### config.mk
export PLATFORM = sky130hd
export DESIGN_NAME = backoff_timer
export DESIGN_NICKNAME = d
export VERILOG_FILES = /design/src/rtl/backoff_timer.sv
export SDC_FILE = /design/constraint.sdc
export NUM_CORES = 1
export LEC_CHECK = 0
export ABC_AREA = 1
export ABC_CLOCK_PERIOD_IN_PS = 2300
export BUFFER_PORTS_ARGS = -buffer_cell sky130_fd_sc_hd__clkbuf_2
export CORE_MARGIN = 4
export CORE_UTILIZATION = 52
export DETAILED_ROUTE_END_ITERATION = 12
export GPL_TIMING_DRIVEN = 0
export PLACE_DENSITY_LB_ADDON = 0.3
export SYNTH_ARGS = -nofsm -noshare
export SYNTH_HDL_FRONTEND = slang
export SYNTH_SLANG_ARGS = --single-unit
### constraint.sdc
create_clock -name clk -period 2.3 [get_ports clk]
set_input_delay 0.46 -clock clk [delete_from_list [all_inputs] [get_ports clk]]
set_output_delay 0.46 -clock clk [all_outputs]
set_load 0.005 [all_outputs]
### src/rtl/backoff_timer.sv
module backoff_timer #(
  parameter int MASK_W    = 16,
  parameter int LOW_W     = 7,
  parameter int HIGH_W    = 2,
  parameter int BASE_DIV  = 640,
  parameter int TICK_MULT = 6,
  parameter logic [15:0] SEED = 16'hACE1
) (
  input  logic       clk,
  input  logic       rst,
  input  logic       start,
  input  logic       collision,
  input  logic       rx_ready,
  input  logic       pkt_arrived,
  output logic       tx_en,
  output logic       rx_en,
  output logic       status_valid,
  output logic [1:0] status_code
);
  localparam int RND_W = LOW_W + HIGH_W;
  localparam int PRE_W = (BASE_DIV > 1) ? $clog2(BASE_DIV) : 1;
  localparam int SUB_W = (TICK_MULT > 1) ? $clog2(TICK_MULT) : 1;
  localparam logic [LOW_W-1:0] LOW_MAX = {LOW_W{1'b1}};
  localparam logic [1:0] ST_GO = 2'd0, ST_OVF = 2'd1, ST_YIELD = 2'd2;

  typedef enum logic [1:0] {S_IDLE, S_WAIT, S_TX} state_t;
  state_t state;

  logic [15:0]       lfsr;
  logic [MASK_W-1:0] mask;
  logic [LOW_W-1:0]  cnt;
  logic [HIGH_W-1:0] hi;
  logic [PRE_W-1:0]  pre;
  logic [SUB_W-1:0]  sub;
  logic              arrived;

  always_ff @(posedge clk) begin
    if (rst) lfsr <= SEED;
    else     lfsr <= {1'b0, lfsr[15:1]} ^ (lfsr[0] ? 16'hB400 : 16'h0000);
  end

  wire accept_start = start && (state != S_WAIT);
  wire accept_coll  = collision && (state == S_TX) && !start;
  wire attempt      = accept_start || accept_coll;

  wire [MASK_W-1:0] base_mask = accept_start ? '0 : mask;
  wire [MASK_W-1:0] new_mask  = {base_mask[MASK_W-2:0], 1'b1};
  wire              overflow  = base_mask[MASK_W-1];
  wire [MASK_W-1:0] limit     = new_mask >> 1;
  wire [RND_W-1:0]  ivl       = lfsr[RND_W-1:0] & limit[RND_W-1:0];
  wire [LOW_W-1:0]  ivl_lo    = ivl[LOW_W-1:0];
  wire [HIGH_W-1:0] ivl_hi    = ivl[RND_W-1:LOW_W];

  wire pre_end = (pre == PRE_W'(BASE_DIV - 1));
  wire tick    = pre_end && (sub == SUB_W'(TICK_MULT - 1));
  wire last    = (state == S_WAIT) && tick && (cnt == LOW_W'(1)) && (hi == '0);

  always_ff @(posedge clk) begin
    if (rst) begin
      state        <= S_IDLE;
      mask         <= '0;
      cnt          <= '0;
      hi           <= '0;
      pre          <= '0;
      sub          <= '0;
      arrived      <= 1'b0;
      tx_en        <= 1'b0;
      rx_en        <= 1'b0;
      status_valid <= 1'b0;
      status_code  <= ST_GO;
    end else begin
      status_valid <= 1'b0;
      if (state == S_WAIT) begin
        if (pre_end) begin
          pre <= '0;
          sub <= (sub == SUB_W'(TICK_MULT - 1)) ? '0 : sub + 1'b1;
        end else begin
          pre <= pre + 1'b1;
        end
        if (pkt_arrived) arrived <= 1'b1;
        if (tick) begin
          if (cnt == LOW_W'(1)) begin
            if (hi == '0) begin
              status_valid <= 1'b1;
              if (arrived || pkt_arrived) begin
                state       <= S_IDLE;
                status_code <= ST_YIELD;
              end else begin
                state       <= S_TX;
                tx_en       <= 1'b1;
                rx_en       <= 1'b0;
                status_code <= ST_GO;
              end
            end else begin
              cnt <= LOW_MAX;
              hi  <= hi - 1'b1;
            end
          end else begin
            cnt <= cnt - 1'b1;
          end
        end
      end
      if (attempt) begin
        status_valid <= 1'b0;
        if (overflow) begin
          state        <= S_IDLE;
          tx_en        <= 1'b0;
          rx_en        <= 1'b0;
          status_valid <= 1'b1;
          status_code  <= ST_OVF;
        end else begin
          mask <= new_mask;
          if (ivl == '0) begin
            state        <= S_TX;
            tx_en        <= 1'b1;
            rx_en        <= 1'b0;
            status_valid <= 1'b1;
            status_code  <= ST_GO;
          end else begin
            state   <= S_WAIT;
            tx_en   <= 1'b0;
            rx_en   <= rx_ready;
            arrived <= 1'b0;
            pre     <= '0;
            sub     <= '0;
            if (ivl_lo == '0) begin
              cnt <= LOW_MAX;
              hi  <= ivl_hi - 1'b1;
            end else begin
              cnt <= ivl_lo;
              hi  <= ivl_hi;
            end
          end
        end
      end
    end
  end

  // enables are mutually exclusive
  p_excl_en_r8: assert property (@(posedge clk) disable iff (rst)
    !(tx_en && rx_en));

  // transmitter silent while waiting
  p_wait_quiet_r7: assert property (@(posedge clk) disable iff (rst)
    (state == S_WAIT) |-> !tx_en);

  // a collision in transmit grows the mask by one bit
  p_mask_grow_r3: assert property (@(posedge clk) disable iff (rst)
    (state == S_TX && collision && !start && !mask[MASK_W-1])
      |=> (mask == {$past(mask[MASK_W-2:0]), 1'b1}));

  // overflow leaves both enables off and the block idle
  p_ovf_idle_r10: assert property (@(posedge clk) disable iff (rst)
    (status_valid && status_code == ST_OVF) |-> (!tx_en && !rx_en && state == S_IDLE));

  // a go status always comes with the transmitter on
  p_go_tx_r8: assert property (@(posedge clk) disable iff (rst)
    (status_valid && status_code == ST_GO) |-> (tx_en && !rx_en));

  // the tick counter is never empty while waiting
  p_cnt_live_r5: assert property (@(posedge clk) disable iff (rst)
    (state == S_WAIT) |-> (cnt != '0));

  // nothing but the final tick leaves the wait
  p_wait_hold_r11: assert property (@(posedge clk) disable iff (rst)
    (state == S_WAIT && !last) |=> (state == S_WAIT && !status_valid));
endmodule

==> impl_metrics.env, run 1 <==
export IMPL_status="complete, no violations"
export IMPL_synth_enable_flop_cells=0
export IMPL_crit_buf_inv=0
export IMPL_clockBufferDepth=2
export IMPL_ant_nets=0
export IMPL_fmax_mhz=538
export IMPL_arrival_ps=2100
export IMPL_hold_slack_ps=343
export IMPL_fp_dieH_microns=82.5
export IMPL_drt_iter0_drc=119
export IMPL_grt_max_degree=13
export IMPL_ys_types=36
export IMPL_setup_tns_ps=0
export IMPL_fin_ws_ps=440
export IMPL_ios=11
export IMPL_numPortBuffers=10
export IMPL_gr_usage_all_layers_pct=20.6
export IMPL_crit_chain="ha_1 > nand2_1 > nor2_4 > nand3_4 > nor2_4 > nand2_2 > o21ai_0 > nand2_1 > nor2_1 > nor2_1"
export IMPL_dieArea_sq_mm=0.00681
export IMPL_place_inst=462
export IMPL_cts_buffers=9
export IMPL_final_common_cell="nand2_1"
export IMPL_detail_route_wl_per_cell_microns=13.0
export IMPL_synth_area_per_cell_sq_um=7.56
export IMPL_dr_wl_met2_mm=2.91
export IMPL_finalCriticalPeriod_ps=1860
export IMPL_rows=26
export IMPL_cp_top_family="simple AND/OR/NAND/NOR gates"
export IMPL_relSlewSlack_pct=64.0
export IMPL_route_met3_wl_microns=213
export IMPL_holdCritPathClass="in -> reg"
export IMPL_nFillCells=480
export IMPL_route_final_wire_length_mm=6.24
export IMPL_grt_pass1_vias=2344
export IMPL_gp_congestion=0.813
export IMPL_crit_required_ps=2540
export IMPL_synth_warnings=0
export IMPL_dr_total_vias=2454
export IMPL_fin_util_pct=61.6
export IMPL_layout_cells_non_filler=478
export IMPL_cts_hold_fix_buffers=0
export IMPL_period_share_pct=80.9
export IMPL_placed_cell_area_sq_mm=0.00303
export IMPL_clk_pin_slew_worst_paths_ps=80
export IMPL_hpwl_mm=4.46
export IMPL_slowest_stage="dfxtp_1"
export IMPL_p_total_mw=2.60
export IMPL_drc_errors=0
export IMPL_clk_latency_ps=350
export IMPL_post_cts_setup_buffers=0
export IMPL_die_x_microns=82.5
export IMPL_antenna_found_initial=0
export IMPL_hold_violations=0
export IMPL_synth_seq_cells=62
export IMPL_async_flop_share_pct=0
export IMPL_layout_drive_gt1_share_pct=15.0
export IMPL_drv_slew=0
export IMPL_top_layer="met4"
export IMPL_htreeDepth=3
export IMPL_critPathMaxStageDelay_ps=380
export IMPL_vias_per_cell=5.13
export IMPL_worstPathMaxFanout=8
export IMPL_syn_area_sq_mm=0.00289
export IMPL_ys_flop_type="dfxtp_1"
export IMPL_cts_sinks=62
export IMPL_final_cell_mix="nand2_1 (68), dfxtp_1 (62), nor2_1 (54), inv_1 (42), a21oi_1 (33)"
export IMPL_tightest_slew_ps=540
export IMPL_rsz0062_at_grt="no"
export IMPL_grt_ovfl_total=0
export IMPL_place_ws_ps=493
export IMPL_fin_nets=412
export IMPL_area_growth_pct=11.7
export IMPL_start_util_pct=55.1
export IMPL_synth_nets=391
export IMPL_cts_resized=0
export IMPL_path_class="reg -> reg"
export IMPL_dr_pass1_iters=4
export IMPL_fp_coreArea_sq_mm=0.00524
export IMPL_final_area_sq_mm=0.00323
export IMPL_cap_viol_max_count=0
export IMPL_cts_tree="done"
export IMPL_synthCells=382
export IMPL_max_vdd_ir_drop_uv=560
export IMPL_cp_end_kind="register"
export IMPL_num_antenna_cells=0
export IMPL_startpoint_type="register"
export IMPL_power_density_mw_per_mm2=806
export IMPL_yosysSeqAreaShare_pct=43.0
export IMPL_setup_viol=0
export IMPL_grt_pass1_wl_mm=10.6
export IMPL_power_leakage_nw=1.35
export IMPL_clock_root_buffer="clkbuf_8"
export IMPL_met1_length_mm=2.96
export IMPL_skew_ps=14.1
final timing paths:
kind | endpoint | slack, ps | cells past startpoint | from
hold reg to reg | lfsr[14] | 410 | 2 | lfsr[15]
hold / removal | rx_en | 340 | 3 | rx_ready
setup / recovery | hi[0] | 440 | 10 | pre[0]
setup reg to reg | hi[0] | 440 | 10 | pre[0]
sequential cells by signal (all words and copies together) (netlist names), 2 cells and up:
register,cells
status_code,2
cnt,7
hi,2
sub,3
lfsr,16
mask,16
pre,10
state,2
cell type report:
| type | count | area, sq um | share of cell area, % |
|---|---|---|---|
| Multi-Input combinational cell | 263 | 1410 | 43.8 |
| Inverter | 46 | 173 | 5.35 |
| Buffer | 11 | 61.3 | 1.90 |
| Timing Repair Buffer | 10 | 50.0 | 1.55 |
| Clock inverter | 6 | 72.6 | 2.25 |
| Sequential cell | 62 | 1240 | 38.5 |
| Tap cell | 70 | 87.6 | 2.72 |
| Clock buffer | 10 | 128 | 3.96 |
cells in the mapped netlist, types with 2 or more instances:
library cell,number,area [sq um]
nor2_8,2,40.0
clkbuf_1,5,18.8
dfxtp_1,62,1240
xnor2_1,2,17.5
a31oi_1,2,12.5
inv_1,42,158
xor2_1,5,43.8
nand3_2,2,20.0
nand2_4,5,56.3
nor3_1,3,15.0
or2_2,4,25.0
nand3_1,31,155
nor2_1,54,203
nand3_4,4,70.1
o21ai_1,2,10.0
inv_2,4,15.0
nand4_1,7,43.8
buf_4,3,22.5
nand2_1,68,255
nand2_2,2,12.5
ha_1,3,37.5
a21oi_1,33,165
o21ai_0,22,110
nor2_4,3,33.8
power breakdown:
| part | internal [mW] | switching, mW | total (mW) |
|---|---|---|---|
| clock network | 0.507 | 0.450 | 0.958 |
| registers | 1.14 | 0.0428 | 1.19 |
| logic | 0.153 | 0.300 | 0.453 |
| total | 1.80 | 0.793 | 2.60 |
tightest hold or removal path, delay by kind of cell:
family	cells	cell delay, ps
buffers and inverters	1	80
AO/OA/AOI/OAI	1	50
AND/OR/NAND/NOR	1	60
kinds of logic after synthesis:
group	count (synthesis)	synth area share [%]
AND/OR/NAND/NOR	191	34.4
AO/OA/AOI/OAI	62	11.1
flip-flops	62	43.0
buffers and inverters	57	8.10
XOR/XNOR	7	2.12
adder cells (fa/ha/maj)	3	1.30
per-layer routing:
metal  vias to the layer above  track usage (%)
met3                        13             6.62
met1                      1130             25.6
li1                       1278                -
met2                        33             32.9
met4                         0             8.66
met5                         -                0
No activity file was read; power rests on OpenSTA's default activity.
==> run 2: changes to the inputs <==
Settings changed: ABC_CLOCK_PERIOD_IN_PS 2300 to 1550.
Clock period 2.3 ns to 1.55 ns, I/O delays scaled along.
==> run 2 against run 1 <==
Net effect:
- the run now ends with setup timing left
- count of clock-buffer cells in the layout is the same
- die area unchanged
- total power is 62% higher
- sequential power grew 50%
- non-clock buffer count grew 34
- clock power rose by 49%
- maximum frequency up 3.0%
- setup slack lost 700 ps
- utilization rose by 12 points
- register-to-register slack lost 700 ps
- final area rose by 20%
- via count grew 16%
- largest cell class unchanged
==> impl_metrics.env, run 2 (synthesized netlist as in run 1, its figures left out) <==
export IMPL_crit_required_ps=1800
export IMPL_cts_tree="done"
export IMPL_ios=11
export IMPL_violations="setup timing"
export IMPL_clk_latency_ps=350
export IMPL_num_antenna_cells=0
export IMPL_cp_end_kind="register"
export IMPL_drv_slew=0
export IMPL_worstPathMaxFanout=5
export IMPL_detail_route_wl_per_cell_microns=15.9
export IMPL_holdCritPathClass="in -> reg"
export IMPL_period_share_pct=116
export IMPL_layout_cells_non_filler=513
export IMPL_finalCriticalPeriod_ps=1810
export IMPL_drc_errors=0
export IMPL_fin_ws_ps=-256
export IMPL_hold_violations=0
export IMPL_clockBufferDepth=2
export IMPL_path_class="reg -> reg"
export IMPL_gr_usage_all_layers_pct=22.3
export IMPL_relSlewSlack_pct=63.7
export IMPL_cts_hold_fix_buffers=0
export IMPL_grt_ovfl_total=0
export IMPL_fin_nets=447
export IMPL_p_total_mw=4.22
export IMPL_htreeDepth=3
export IMPL_die_x_microns=82.5
export IMPL_fmax_mhz=554
export IMPL_setup_viol=44
export IMPL_area_growth_pct=33.5
export IMPL_numPortBuffers=10
export IMPL_start_util_pct=55.1
export IMPL_place_inst=462
export IMPL_grt_pass1_wl_mm=11.4
export IMPL_clk_pin_slew_worst_paths_ps=80
export IMPL_rows=26
export IMPL_cts_buffers=9
export IMPL_startpoint_type="register"
export IMPL_gp_congestion=0.791
export IMPL_antenna_found_initial=0
export IMPL_hpwl_mm=4.30
export IMPL_power_leakage_nw=1.62
export IMPL_route_final_wire_length_mm=8.15
export IMPL_power_density_mw_per_mm2=1090
export IMPL_vias_per_cell=5.56
export IMPL_drt_iter0_drc=189
export IMPL_clock_root_buffer="clkbuf_8"
export IMPL_dr_pass1_iters=6
export IMPL_dieArea_sq_mm=0.00681
export IMPL_tightest_slew_ps=545
export IMPL_grt_max_degree=13
export IMPL_fp_dieH_microns=82.5
export IMPL_ant_nets=0
export IMPL_final_cell_mix="nand2_1 (61), dfxtp_1 (58), nor2_1 (41), inv_1 (37), buf_4 (28)"
export IMPL_dr_total_vias=2853
export IMPL_cts_sinks=62
export IMPL_max_vdd_ir_drop_uv=869
export IMPL_reg_largest_list="lfsr x16, mask x16, pre x10"
export IMPL_rsz0062_at_grt="yes"
export IMPL_cap_viol_max_count=0
export IMPL_skew_ps=7.84
export IMPL_final_common_cell="nand2_1"
export IMPL_arrival_ps=2050
export IMPL_status="complete, but fails checks"
export IMPL_layout_drive_gt1_share_pct=33.9
export IMPL_grt_pass1_vias=2548
export IMPL_fp_coreArea_sq_mm=0.00524
==> run 2: cell count changes in the layout (fill, tap and decap cells not counted), moves of 7 or more <==
cell / previous run / this run
nor2_1: 54 / 41
buf_4: 3 / 28
nand2_1: 68 / 61
nor2_2: 1 / 12
a21oi_1: 33 / 20
o21ai_0: 22 / 15
a21oi_2: 0 / 13
==> run 2: layout make-up <==
class | instances | area [sq um]
fillers | 362 | 1380
repair buffers | 44 | 372
plain buffers | 11 | 83.8
clock inverters | 6 | 72.6
well taps | 70 | 87.6
clock buffers | 10 | 128
inverters | 46 | 190
multi-input cells | 264 | 1670
flip-flops and latches | 62 | 1250
==> run 2: path summary, 6_finish.rpt <==
kind	cells past startpoint	slack, ps	end	startpoint
setup / recovery	12	-260	hi[0]	state[1]
hold / removal	3	210	rx_en	rx_ready
setup reg to reg	12	-260	hi[0]	state[1]
hold reg to reg	2	410	lfsr[9]	lfsr[10]
==> run 2: worst max-delay path, cell delays in order, from the launching register on <==
cell and delay (ps):
dfxtp_2 340, inv_4 80, nand2_8 70, buf_12 130, buf_12 110, nor2_4 110, nand3_4 100, nor2_4 180
nand2_4 100, o21ai_1 230, nand2_1 80, nor2_1 110, nor2_1 60
==> run 2: per-stage QoR <==
step           worst slack [ps]  utilization (%)  setup TNS (ps)  area, sq um  hold WS (ps)
2_1_floorplan             0.195                -               0         2900           388
3_3_place_gp               -177             57.9           -4260         3030           391
3_5_place_dp               -218             57.9           -6120         3030           400
4_1_cts                   -96.7             67.0           -1020         3510           210
5_1_grt                    -303             73.6           -7770         3860           206
6_report                   -256             73.6           -4760         3860           211
==> run 2: power by group <==
group / leakage, nW / internal, mW / switching [mW]
logic: 1.01 / 0.425 / 0.581
registers: 0.510 / 1.70 / 0.0814
clock network: 0.0966 / 0.752 / 0.680
==> run 2: repair_timing <==
item | CTS | global route
cloned | 0 | 3
pin swaps | 13 | 16
buffers inserted | 18 | 14
setup endpoints to repair | 45 | 44
gates resized for setup | 29 | 61
==> run 2: metal layers <==
| layer | wire [microns] | global-route usage, % | part of all wire (%) | up-vias |
|---|---|---|---|---|
| met3 | 453 | 6.07 | 5.6 | 33 |
| met1 | 3070 | 23.8 | 38 | 1361 |
| met2 | 4290 | 40.8 | 53 | 103 |
| met5 | 0 | 0 | 0 | - |
| li1 | - | - | - | 1356 |
| met4 | 333 | 9.48 | 4.1 | 0 |
